===== config.mk =====
export PLATFORM = sky130hd
export DESIGN_NAME = pot_i2c_front
export DESIGN_NICKNAME = d
export VERILOG_FILES = /design/src/rtl/pot_pkg.sv /design/src/rtl/pot_i2c_linemon.sv /design/src/rtl/pot_i2c_engine.sv /design/src/rtl/pot_reg_bank.sv /design/src/rtl/pot_i2c_front.sv
export SDC_FILE = /design/constraint.sdc
export NUM_CORES = 1
export LEC_CHECK = 0
export BUFFER_PORTS_ARGS = -buffer_cell sky130_fd_sc_hd__buf_2
export CAP_MARGIN = 20
export CORE_ASPECT_RATIO = 0.9
export CORE_MARGIN = 1.5
export CORE_UTILIZATION = 55
export CTS_CLUSTER_DIAMETER = 200
export DETAILED_ROUTE_END_ITERATION = 8
export PLACE_DENSITY = 0.73
export SYNTH_ARGS = -nofsm -noshare
export SYNTH_HDL_FRONTEND = slang
export SYNTH_SLANG_ARGS = --single-unit

===== constraint.sdc =====
create_clock -name clk -period 3.29 [get_ports clk]
set_input_delay 0 -clock clk [delete_from_list [all_inputs] [get_ports clk]]
set_output_delay 0 -clock clk [all_outputs]
set_load 0.05 [all_outputs]

===== src/rtl/pot_pkg.sv =====
package pot_pkg;

  typedef enum logic [3:0] {
    ST_IDLE,
    ST_ADDR,
    ST_ADDR_ACK,
    ST_REG,
    ST_REG_ACK,
    ST_WDATA,
    ST_WDATA_ACK,
    ST_RDATA,
    ST_RACK,
    ST_IGNORE
  } eng_state_e;

endpackage


===== src/rtl/pot_i2c_linemon.sv =====
module pot_i2c_linemon #(
  parameter int SYNC_STAGES = 2
) (
  input  logic clk,
  input  logic rst_n,
  input  logic scl_i,
  input  logic sda_i,
  output logic scl_lvl,
  output logic sda_lvl,
  output logic scl_rise,
  output logic scl_fall,
  output logic start_det,
  output logic stop_det
);

  localparam int PIPE_W = SYNC_STAGES + 1;

  logic [1:0] line_in;
  logic [1:0] cur;
  logic [1:0] prv;

  assign line_in = {scl_i, sda_i};

  // one oversampling pipe per bus line; idle bus level is high
  for (genvar g = 0; g < 2; g++) begin : g_line
    logic [PIPE_W-1:0] pipe_q;
    logic [PIPE_W-1:0] pipe_d;

    always_comb pipe_d = {pipe_q[PIPE_W-2:0], line_in[g]};

    always_ff @(posedge clk or negedge rst_n) begin
      if (!rst_n) pipe_q <= '1;
      else        pipe_q <= pipe_d;
    end

    assign cur[g] = pipe_q[PIPE_W-2];
    assign prv[g] = pipe_q[PIPE_W-1];
  end

  assign scl_lvl   = cur[1];
  assign sda_lvl   = cur[0];
  assign scl_rise  = ~prv[1] &  cur[1];
  assign scl_fall  =  prv[1] & ~cur[1];
  assign start_det =  prv[1] &  cur[1] &  prv[0] & ~cur[0];
  assign stop_det  =  prv[1] &  cur[1] & ~prv[0] &  cur[0];

endmodule


===== src/rtl/pot_i2c_engine.sv =====
module pot_i2c_engine
  import pot_pkg::*;
#(
  parameter logic [4:0] DEV_TYPE = 5'b01010
) (
  input  logic       clk,
  input  logic       rst_n,
  input  logic       scl_rise,
  input  logic       scl_fall,
  input  logic       start_det,
  input  logic       stop_det,
  input  logic       sda_lvl,
  input  logic [1:0] strap,
  input  logic [7:0] rd_byte,
  output logic       sda_oe,
  output logic       wr_en,
  output logic [7:0] wr_data,
  output logic [7:0] ptr,
  output eng_state_e state
);

  eng_state_e state_q, state_d;
  logic [3:0] cnt_q, cnt_d;
  logic [7:0] sh_q, sh_d;
  logic [7:0] tx_q, tx_d;
  logic [7:0] ptr_q, ptr_d;
  logic       oe_q, oe_d;
  logic       rw_q, rw_d;
  logic       nack_q, nack_d;
  logic       addr_hit;

  assign addr_hit = (sh_q[7:3] == DEV_TYPE) && (sh_q[2:1] == strap);

  always_comb begin
    state_d = state_q;
    cnt_d   = cnt_q;
    sh_d    = sh_q;
    tx_d    = tx_q;
    ptr_d   = ptr_q;
    oe_d    = oe_q;
    rw_d    = rw_q;
    nack_d  = nack_q;
    wr_en   = 1'b0;
    if (stop_det) begin
      state_d = ST_IDLE;
      oe_d    = 1'b0;
    end else if (start_det) begin
      state_d = ST_ADDR;
      cnt_d   = '0;
      oe_d    = 1'b0;
    end else if (scl_rise) begin
      unique case (state_q)
        ST_ADDR, ST_REG, ST_WDATA: begin
          if (cnt_q != 4'd8) begin
            sh_d  = {sh_q[6:0], sda_lvl};
            cnt_d = cnt_q + 4'd1;
          end
        end
        ST_RACK: nack_d = sda_lvl;
        default: ;
      endcase
    end else if (scl_fall) begin
      unique case (state_q)
        ST_ADDR: begin
          if (cnt_q == 4'd8) begin
            if (addr_hit) begin
              state_d = ST_ADDR_ACK;
              oe_d    = 1'b1;
              rw_d    = sh_q[0];
            end else begin
              state_d = ST_IGNORE;
            end
          end
        end
        ST_ADDR_ACK: begin
          cnt_d = '0;
          if (rw_q) begin
            state_d = ST_RDATA;
            tx_d    = rd_byte;
            oe_d    = ~rd_byte[7];
          end else begin
            state_d = ST_REG;
            oe_d    = 1'b0;
          end
        end
        ST_REG: begin
          if (cnt_q == 4'd8) begin
            ptr_d   = sh_q;
            state_d = ST_REG_ACK;
            oe_d    = 1'b1;
          end
        end
        ST_WDATA: begin
          if (cnt_q == 4'd8) begin
            wr_en   = 1'b1;
            state_d = ST_WDATA_ACK;
            oe_d    = 1'b1;
          end
        end
        ST_REG_ACK, ST_WDATA_ACK: begin
          state_d = ST_WDATA;
          cnt_d   = '0;
          oe_d    = 1'b0;
        end
        ST_RDATA: begin
          if (cnt_q == 4'd7) begin
            state_d = ST_RACK;
            oe_d    = 1'b0;
          end else begin
            cnt_d = cnt_q + 4'd1;
            tx_d  = {tx_q[6:0], 1'b1};
            oe_d  = ~tx_q[6];
          end
        end
        ST_RACK: begin
          if (nack_q) begin
            state_d = ST_IGNORE;
            oe_d    = 1'b0;
          end else begin
            state_d = ST_RDATA;
            cnt_d   = '0;
            tx_d    = rd_byte;
            oe_d    = ~rd_byte[7];
          end
        end
        default: ;
      endcase
    end
  end

  always_ff @(posedge clk or negedge rst_n) begin
    if (!rst_n) begin
      state_q <= ST_IDLE;
      cnt_q   <= '0;
      sh_q    <= '0;
      tx_q    <= '1;
      ptr_q   <= '0;
      oe_q    <= 1'b0;
      rw_q    <= 1'b0;
      nack_q  <= 1'b1;
    end else begin
      state_q <= state_d;
      cnt_q   <= cnt_d;
      sh_q    <= sh_d;
      tx_q    <= tx_d;
      ptr_q   <= ptr_d;
      oe_q    <= oe_d;
      rw_q    <= rw_d;
      nack_q  <= nack_d;
    end
  end

  assign sda_oe  = oe_q;
  assign wr_data = sh_q;
  assign ptr     = ptr_q;
  assign state   = state_q;

endmodule


===== src/rtl/pot_reg_bank.sv =====
module pot_reg_bank #(
  parameter int             TAP_BITS  = 7,
  parameter logic [6:0]     MID_TAP   = 7'h40,
  parameter logic [7:0]     AR_ADDR   = 8'h02,
  parameter logic [7:0]     DATA_ADDR = 8'h00,
  parameter logic [7:0]     CODE_WCR  = 8'h80,
  parameter logic [7:0]     CODE_DR   = 8'h00
) (
  input  logic                clk,
  input  logic                rst_n,
  input  logic                wr_en,
  input  logic [7:0]          wr_data,
  input  logic [7:0]          ptr,
  output logic [7:0]          rd_byte,
  output logic                sel_wcr,
  output logic [TAP_BITS-1:0] wiper
);

  localparam int PAD_W = 8 - TAP_BITS;

  logic                sel_q, sel_d;
  logic [TAP_BITS-1:0] wcr_q, wcr_d;
  logic [TAP_BITS-1:0] dr_q, dr_d;
  logic [TAP_BITS-1:0] sel_val;

  always_comb begin
    sel_d = sel_q;
    wcr_d = wcr_q;
    dr_d  = dr_q;
    if (wr_en && ptr == AR_ADDR) begin
      if (wr_data == CODE_WCR)     sel_d = 1'b1;
      else if (wr_data == CODE_DR) sel_d = 1'b0;
    end
    if (wr_en && ptr == DATA_ADDR) begin
      if (sel_q) wcr_d = wr_data[TAP_BITS-1:0];
      else       dr_d  = wr_data[TAP_BITS-1:0];
    end
  end

  always_ff @(posedge clk or negedge rst_n) begin
    if (!rst_n) begin
      sel_q <= 1'b1;
      wcr_q <= MID_TAP[TAP_BITS-1:0];
      dr_q  <= MID_TAP[TAP_BITS-1:0];
    end else begin
      sel_q <= sel_d;
      wcr_q <= wcr_d;
      dr_q  <= dr_d;
    end
  end

  assign sel_val = sel_q ? wcr_q : dr_q;
  assign rd_byte = (ptr == DATA_ADDR) ? {{PAD_W{1'b0}}, sel_val} : 8'hFF;
  assign sel_wcr = sel_q;
  assign wiper   = wcr_q;

endmodule


===== src/rtl/pot_i2c_front.sv =====
module pot_i2c_front
  import pot_pkg::*;
#(
  parameter int         SYNC_STAGES = 2,
  parameter int         TAP_BITS    = 7,
  parameter logic [4:0] DEV_TYPE    = 5'b01010,
  parameter logic [6:0] MID_TAP     = 7'h40,
  parameter logic [7:0] AR_ADDR     = 8'h02,
  parameter logic [7:0] DATA_ADDR   = 8'h00,
  parameter logic [7:0] CODE_WCR    = 8'h80,
  parameter logic [7:0] CODE_DR     = 8'h00
) (
  input  logic                clk,
  input  logic                rst_n,
  input  logic                scl_i,
  input  logic                sda_i,
  input  logic [1:0]          strap_i,
  output logic                sda_oe_o,
  output logic [TAP_BITS-1:0] wiper_o
);

  logic [1:0] rst_pipe_q;
  logic       rst_sync_n;
  logic       scl_lvl, sda_lvl, scl_rise, scl_fall, start_det, stop_det;
  logic       wr_en, sel_wcr;
  logic [7:0] wr_data, ptr, rd_byte;
  eng_state_e state;

  // asynchronous assert, synchronous release
  always_ff @(posedge clk or negedge rst_n) begin
    if (!rst_n) rst_pipe_q <= 2'b00;
    else        rst_pipe_q <= {rst_pipe_q[0], 1'b1};
  end
  assign rst_sync_n = rst_pipe_q[1];

  pot_i2c_linemon #(.SYNC_STAGES(SYNC_STAGES)) u_linemon (
    .clk       (clk),
    .rst_n     (rst_sync_n),
    .scl_i     (scl_i),
    .sda_i     (sda_i),
    .scl_lvl   (scl_lvl),
    .sda_lvl   (sda_lvl),
    .scl_rise  (scl_rise),
    .scl_fall  (scl_fall),
    .start_det (start_det),
    .stop_det  (stop_det)
  );

  pot_i2c_engine #(.DEV_TYPE(DEV_TYPE)) u_engine (
    .clk       (clk),
    .rst_n     (rst_sync_n),
    .scl_rise  (scl_rise),
    .scl_fall  (scl_fall),
    .start_det (start_det),
    .stop_det  (stop_det),
    .sda_lvl   (sda_lvl),
    .strap     (strap_i),
    .rd_byte   (rd_byte),
    .sda_oe    (sda_oe_o),
    .wr_en     (wr_en),
    .wr_data   (wr_data),
    .ptr       (ptr),
    .state     (state)
  );

  pot_reg_bank #(
    .TAP_BITS  (TAP_BITS),
    .MID_TAP   (MID_TAP),
    .AR_ADDR   (AR_ADDR),
    .DATA_ADDR (DATA_ADDR),
    .CODE_WCR  (CODE_WCR),
    .CODE_DR   (CODE_DR)
  ) u_regs (
    .clk     (clk),
    .rst_n   (rst_sync_n),
    .wr_en   (wr_en),
    .wr_data (wr_data),
    .ptr     (ptr),
    .rd_byte (rd_byte),
    .sel_wcr (sel_wcr),
    .wiper   (wiper_o)
  );

endmodule


* Word level (Yosys, flattened, before mapping) *
Cells that the tools add are included.

storage, ports and cells
  register bits = 57
  bits of input ports = 6
  output and inout port bits = 8
  word-level logic and storage cells = 133

operators by class
  $add $sub $neg = 1
  equal/unequal tests = 29
  mux-type cells = 45
  bitwise gates (word level) = 17
  reduce and logical (&&, ||, !) cells = 27

operators by type and width
  cell                count
  $mux 4              17
  $mux 7              4
  $pmux 4 s7          1
  $pmux 7 s3          1
  $reduce_and 7->1    3
  $eq 4x3->1 const B  5
  $ne 4x3->1 const B  5
  $mux 1              18
  $logic_not 8->1     2
  $ne 4x4->1 const B  3
  $pmux 4 s3          1
  $reduce_and 6->1    2
  $not 1->1           10
  $ne 3x1->1 const B  3
  $reduce_bool 3->1   3
  $reduce_bool 9->1   1
  $eq 4x2->1 const B  2
  $eq 4x4->1 const B  2
  $eq 8x2->1 const B  1
  $eq 8x8->1 const B  1
  $mux 8              1
  $reduce_and 8->1    1
  $reduce_bool 8->1   1
  $and 1x1->1         7
  other kinds (17)    24

* Logic depth before layout (Yosys ltp) *
  word-level depth = 9
  gate-level depth with buffers = 8
  mapped depth without buffers = 7

* Cells and area by module *
Synthesis repeated with hierarchy kept, for this count alone.

unflattened totals
  cell total of the unflattened synthesis = 243
  area total of the unflattened synthesis = 2885.3 µm²

by module, submodules not included
  module           instances  cells an instance  area each (µm²)  sequential area each (µm²)
  pot_i2c_engine   1          174                1899.3           860.8
  pot_reg_bank     1          56                 742.0            379.1
  pot_i2c_linemon  1          10                 190.2            157.7
  pot_i2c_front    1          3                  53.8             50.0

* Worst setup path before layout *
OpenSTA, ideal clock, no wires.

  path kind = register to register
  start = reg u_engine.cnt_q[0]
  end = reg u_regs.dr_q[0]
  setup time = 0.125 ns
  data arrival time = 1.959 ns
  required time = 3.165 ns
  setup slack = 1.206 ns
  stages on the path, launching flop included = 9
  path buffers = 1
  clock period less this slack = 2.084 ns
  path through = dfrtp_1 > inv_1 > ha_1 > nand3b_1 > or4_4 > nor4_2 > nor2b_1 > buf_4 > mux2_2

between the ends
  word-level cells in the longest chain between the ends = 9

RTL lines
  element                            RTL line               source
  from (decl)                        pot_i2c_engine.sv:23   logic [3:0] cnt_q, cnt_d;
  from (signal assigned)             pot_i2c_engine.sv:143  cnt_q <= cnt_d;
  $eq 4x4->1                         pot_i2c_engine.sv:94   if (cnt_q == 4'd8) begin
  $mux 1                             pot_i2c_engine.sv:94
  $mux 1                             pot_i2c_engine.sv:63   unique case (state_q)
  $mux 1                             pot_i2c_engine.sv:62   end else if (scl_fall) begin
  $mux 1                             pot_i2c_engine.sv:51   end else if (scl_rise) begin
  $mux 1                             pot_i2c_engine.sv:47   end else if (start_det) begin
  $mux 1                             pot_i2c_engine.sv:44   if (stop_det) begin
  $logic_and 1x1->1                  pot_reg_bank.sv:34     if (wr_en && ptr == DATA_ADDR) begin
  $reduce_and 2->1 (no source line)  -
  to (signal assigned)               pot_reg_bank.sv:44     dr_q <= MID_TAP[TAP_BITS-1:0];
  to (signal assigned)               pot_reg_bank.sv:48     dr_q <= dr_d;
  to (decl)                          pot_reg_bank.sv:23     logic [TAP_BITS-1:0] dr_q, dr_d;

Every way passes these cells.
A chain may end at the register's enable or synchronous reset.

* Worst setup path after layout *
  start = reg u_engine.state_q[0] (netlist: u_engine.state[0])
  end = reg u_regs.dr_q[0]

between the ends
  word-level cells in the longest chain between the ends = 8

RTL lines
  element                            RTL line               source
  from (decl)                        pot_i2c_engine.sv:22   eng_state_e state_q, state_d;
  from (signal assigned)             pot_i2c_engine.sv:142  state_q <= state_d;
  $eq 4x3->1                         pot_i2c_engine.sv:63
  $mux 1                             pot_i2c_engine.sv:63
  $mux 1                             pot_i2c_engine.sv:62
  $mux 1                             pot_i2c_engine.sv:51
  $mux 1                             pot_i2c_engine.sv:47
  $mux 1                             pot_i2c_engine.sv:44
  $logic_and 1x1->1                  pot_reg_bank.sv:34
  $reduce_and 2->1 (no source line)  -

Every way passes these cells.

==> summary.md <==
| Metric | Value |
|---|---|
| Cell area after placement | 2890 sq um |
| Proportion of layout cells with a drive suffix above 1 | 34.0% |
| Synth-to-layout area growth | 12.0% |
| Synth top area cells | sky130_fd_sc_hd__dfrtp_1, sky130_fd_sc_hd__dfstp_2, sky130_fd_sc_hd__mux2_2 |
| Placeable core region | 4860 sq um |
| Clock insertion delay at the later pin of the skew report | 0.35 ns |
| Util after Layout | 64.7% |
| Total routing resource utilization after global routing | 23.5% |
| PD cells | 731 nW/um^2 |
| Total of warnings raised by yosys | 0 |
| Most common library cell in the layout ignoring fill and taps | sky130_fd_sc_hd__dfrtp_1 |
| Cell depth of the worst min-delay path | 2 |
| Maximum number of pins on one net before global-route repair | 35 |
| Async set-reset flop share out of synthesis | 100% |
| Number of nets in the final layout | 271 |
| Launch point of the critical path | u_engine.state[0]$_DFFE_PN0P_ |
| Die H | 70.8 um |
| Library cell with the largest summed area after synthesis | sky130_fd_sc_hd__dfrtp_1 |
| Number of antenna violations at the first check in global routing | 0 |
| Number of placed I/O pins | 14 |
| Design Area, Final | 3150 sq um |
| Cell count of the worst reg-to-reg path | 5 |
| Sequential-to-total area share from yosys stat | 51.6% |
| Clock tree root driver cell | sky130_fd_sc_hd__clkbuf_8 |
| Sort of element at the end of the critical path | flip-flop |
| Total overflow reported by the global router | 0 |
| Post-DRT Antenna Nets | 0 |
| Post-synthesis share of cell area spent on full adders, half adders and majority gates | 1.25% |
| Clock Tree Buf Depth | 2 |
| Inserted Clock Buffers | 9 |
| Max Slew Vio Count | 0 |
| Crit Reg-Reg Endpoint | u_regs.dr_q[0]$_DFFE_PN0P_ |
| Commonest cells after routing, fill and taps aside | sky130_fd_sc_hd__dfrtp_1, sky130_fd_sc_hd__mux2_2, sky130_fd_sc_hd__nand2_1 |
| Hold path startpoint | sda_i |
| Routed wire length per instance | 16.8 um |
| Sum of routed wire segments on met1 | 2760 um |
| Cell row count | 24 |
| Die X-Extent | 78.3 um |
| Worst clock skew on the final layout | 0.00952 ns |
| Drt initial violations | 167 |
| H-Tree Depth | 3 |
| Netlist cell types | 55 |
| Endpoint with the worst hold slack | u_linemon.g_line[0].pipe_q[0]$_DFF_PN1_ |
| Ant diodes | 0 |
| Slew of the pin with the lowest slew margin | 0.746 ns |
| First-pass iteration count of the detailed router | 4 |
| Mean area per synthesized cell | 11.5 sq um |
| Per-cell via count in the routed design | 5.83 |
| Max-slew headroom at the worst pin | 50.3% |
| Gate count after technology mapping | 245 |
| Via Count | 1,942 |
| Final Routed Wirelength | 5590 um |
| Startpoint of the worst register-to-register path | u_engine.state[0]$_DFFE_PN0P_ |
| Simple-gate area share of the yosys netlist | 14.1% |
| Worst EP required | 3.52 ns |
| Post-synth top flop | sky130_fd_sc_hd__dfrtp_1 |
| Detailed placement HPWL | 3860 um |
| Nets in the synthesized netlist | 253 |
| Effective utilization at floorplan | 57.7% |
| Total power | 2.30 mW |
| RSZ-0062 raised after global routing | no |
| Summed negative setup slack over all endpoints | 0 ns |
| Filler cell count in the final layout | 403 |
| TritonCTS clock tree | built |
| RePlAce Congestion | 0.875 |
| Max-cap violation count | 0 |
| Post-CTS setup buffer count | 0 |
| Tightest hold margin | 0.295 ns |
| Largest driver fanout on the critical path | 16 |
| Worst Hold Class | input port to flip-flop |
| Number of synthesized flops with an enable pin | 0 |
| Element type at the critical path start | flip-flop |
| Final count of hold timing violations | 0 |
| Dominant combinational cell family by area after synthesis | multiplexers |
| Highest layer used for signal routing | met4 |
| Reg clk slew, reported paths | 0.06 ns |
| Fmax | 386 MHz |
| Setup CP Type | flip-flop to flip-flop |
| Routed wl met2 | 2470 um |
| Share of synthesized area spent on multiplexers | 16.0% |
| DRC violations left | 0 |
| Die footprint | 5540 sq um |
| Share of the cycle needed by the critical path after routing | 78.8% |
| Global-route wire length before repair | 9700 um |
| Arrival time at the worst endpoint | 2.82 ns |
| I/O Buffers | 13 |
| Post-synthesis compound-gate area fraction | 11.9% |
| Status | finished clean |
| Register bit total from synthesis | 57 |
| Setup slack, reg-to-reg | 0.70 ns |
| Via count of the first global-routing pass | 1,921 |
| Maximum vdd ir drop | 0.467 mV |
| Sinks on the clock net | 57 |
| Detailed route wirelength on metal3 | 280 um |
| Cell area after technology mapping | 2810 sq um |
| Share of the synthesized area in the top cell type | 35.7% |
| Final period demand of the worst path | 2.59 ns |
| Synth Area in XOR/XNOR | 1.25% |
| Final setup violation count | 0 |
| P_leak | 1.41 nW |
## registers in the layout, indices dropped and copies added (netlist names)
register                 flops
u_engine.wr_data             8
u_engine.cnt_q               4
u_linemon.g_line.pipe_q      6
u_regs.sel_wcr               1
u_engine.sda_oe              1
u_engine.tx_q                7
u_engine.state               4
u_engine.rw_q                1
u_engine.ptr                 8
u_engine.nack_q              1
rst_pipe_q                   2
u_regs.dr_q                  7
u_regs.wiper                 7
## metrics by stage
step | setup WS, ns | std cells
2_1_floorplan | 1.21 | 245
4_1_cts | 0.714 | 333
5_1_grt | 0.532 | 333
6_report | 0.698 | 333
3_5_place_dp | 0.719 | 313
3_3_place_gp | 0.824 | 312
## kinds of logic (layout without fill, tap and decap cells)
group	count (synthesis)	count (layout)
compound gates	52	52
xor+xnor	4	4
simple gates	68	68
buf+inv	20	43
fa+ha+maj	3	3
other cells	1	1
mux	40	40
flops	57	57
## worst max-delay path, stage by stage, from the launching register on
cell,delay [ns]
sky130_fd_sc_hd__dfrtp_1,0.62
sky130_fd_sc_hd__inv_1,0.18
sky130_fd_sc_hd__or4_4,0.56
sky130_fd_sc_hd__nor4_2,0.16
sky130_fd_sc_hd__nor2b_1,0.56
sky130_fd_sc_hd__mux2_2,0.41
## report_power, final
part / switching [mW] / internal (mW)
Combinational: 0.280 / 0.257
Clock: 0.282 / 0.426
Sequential: 0.220 / 0.834
## final cells by class
class	instances	area (sq um)	share of cell area, %
Tap cell	65	81.3	2.59
Clock inverter	5	81.3	2.59
Sequential cell	57	1450	46.1
Multi-Input combinational cell	168	1250	39.9
Inverter	8	30.0	0.955
Clock buffer	11	131	4.18
Timing Repair Buffer	19	118	3.74
## synth_stat cells, drive strengths merged, types with 2 or more instances
| library cell | instances |
|---|---|
| a211oi | 5 |
| a21oi | 9 |
| a22o | 2 |
| a31oi | 3 |
| and2 | 2 |
| and3b | 2 |
| buf | 8 |
| clkbuf | 4 |
| dfrtp | 40 |
| dfstp | 17 |
| ha | 2 |
| inv | 8 |
| mux2 | 39 |
| nand2 | 18 |
| nand2b | 7 |
| nand3 | 3 |
| nand4 | 2 |
| nor2 | 9 |
| nor2b | 4 |
| nor3 | 3 |
| nor4 | 4 |
| nor4b | 3 |
| o21ai | 14 |
| o22ai | 7 |
| o31ai | 2 |
| xnor2 | 4 |
## worst max-delay path by stage
| stage | to | cells after the start |
|---|---|---|
| floorplan | u_regs.dr_q[0]$_DFFE_PN0P_ | 8 |
| finish | u_regs.dr_q[0]$_DFFE_PN0P_ | 5 |
| detailed placement | u_regs.dr_q[5]$_DFFE_PN0P_ | 5 |
| global placement | u_regs.dr_q[2]$_DFFE_PN0P_ | 5 |
| global route | u_regs.dr_q[0]$_DFFE_PN0P_ | 5 |
| CTS | u_regs.dr_q[0]$_DFFE_PN0P_ | 5 |
## metal layers
metal,global-route usage [%],vias to the layer above
met1,32.8,947
met2,34.8,57
met4,9.52,0
met3,6.97,10
li1,-,928
met5,0,-
## what timing repair did
action                    4_1_cts  5_1_grt
hold buffers                    4        0
hold endpoints to repair        4        0
resized for setup               0        0
Note: power is estimated with default switching activity, not from simulation.
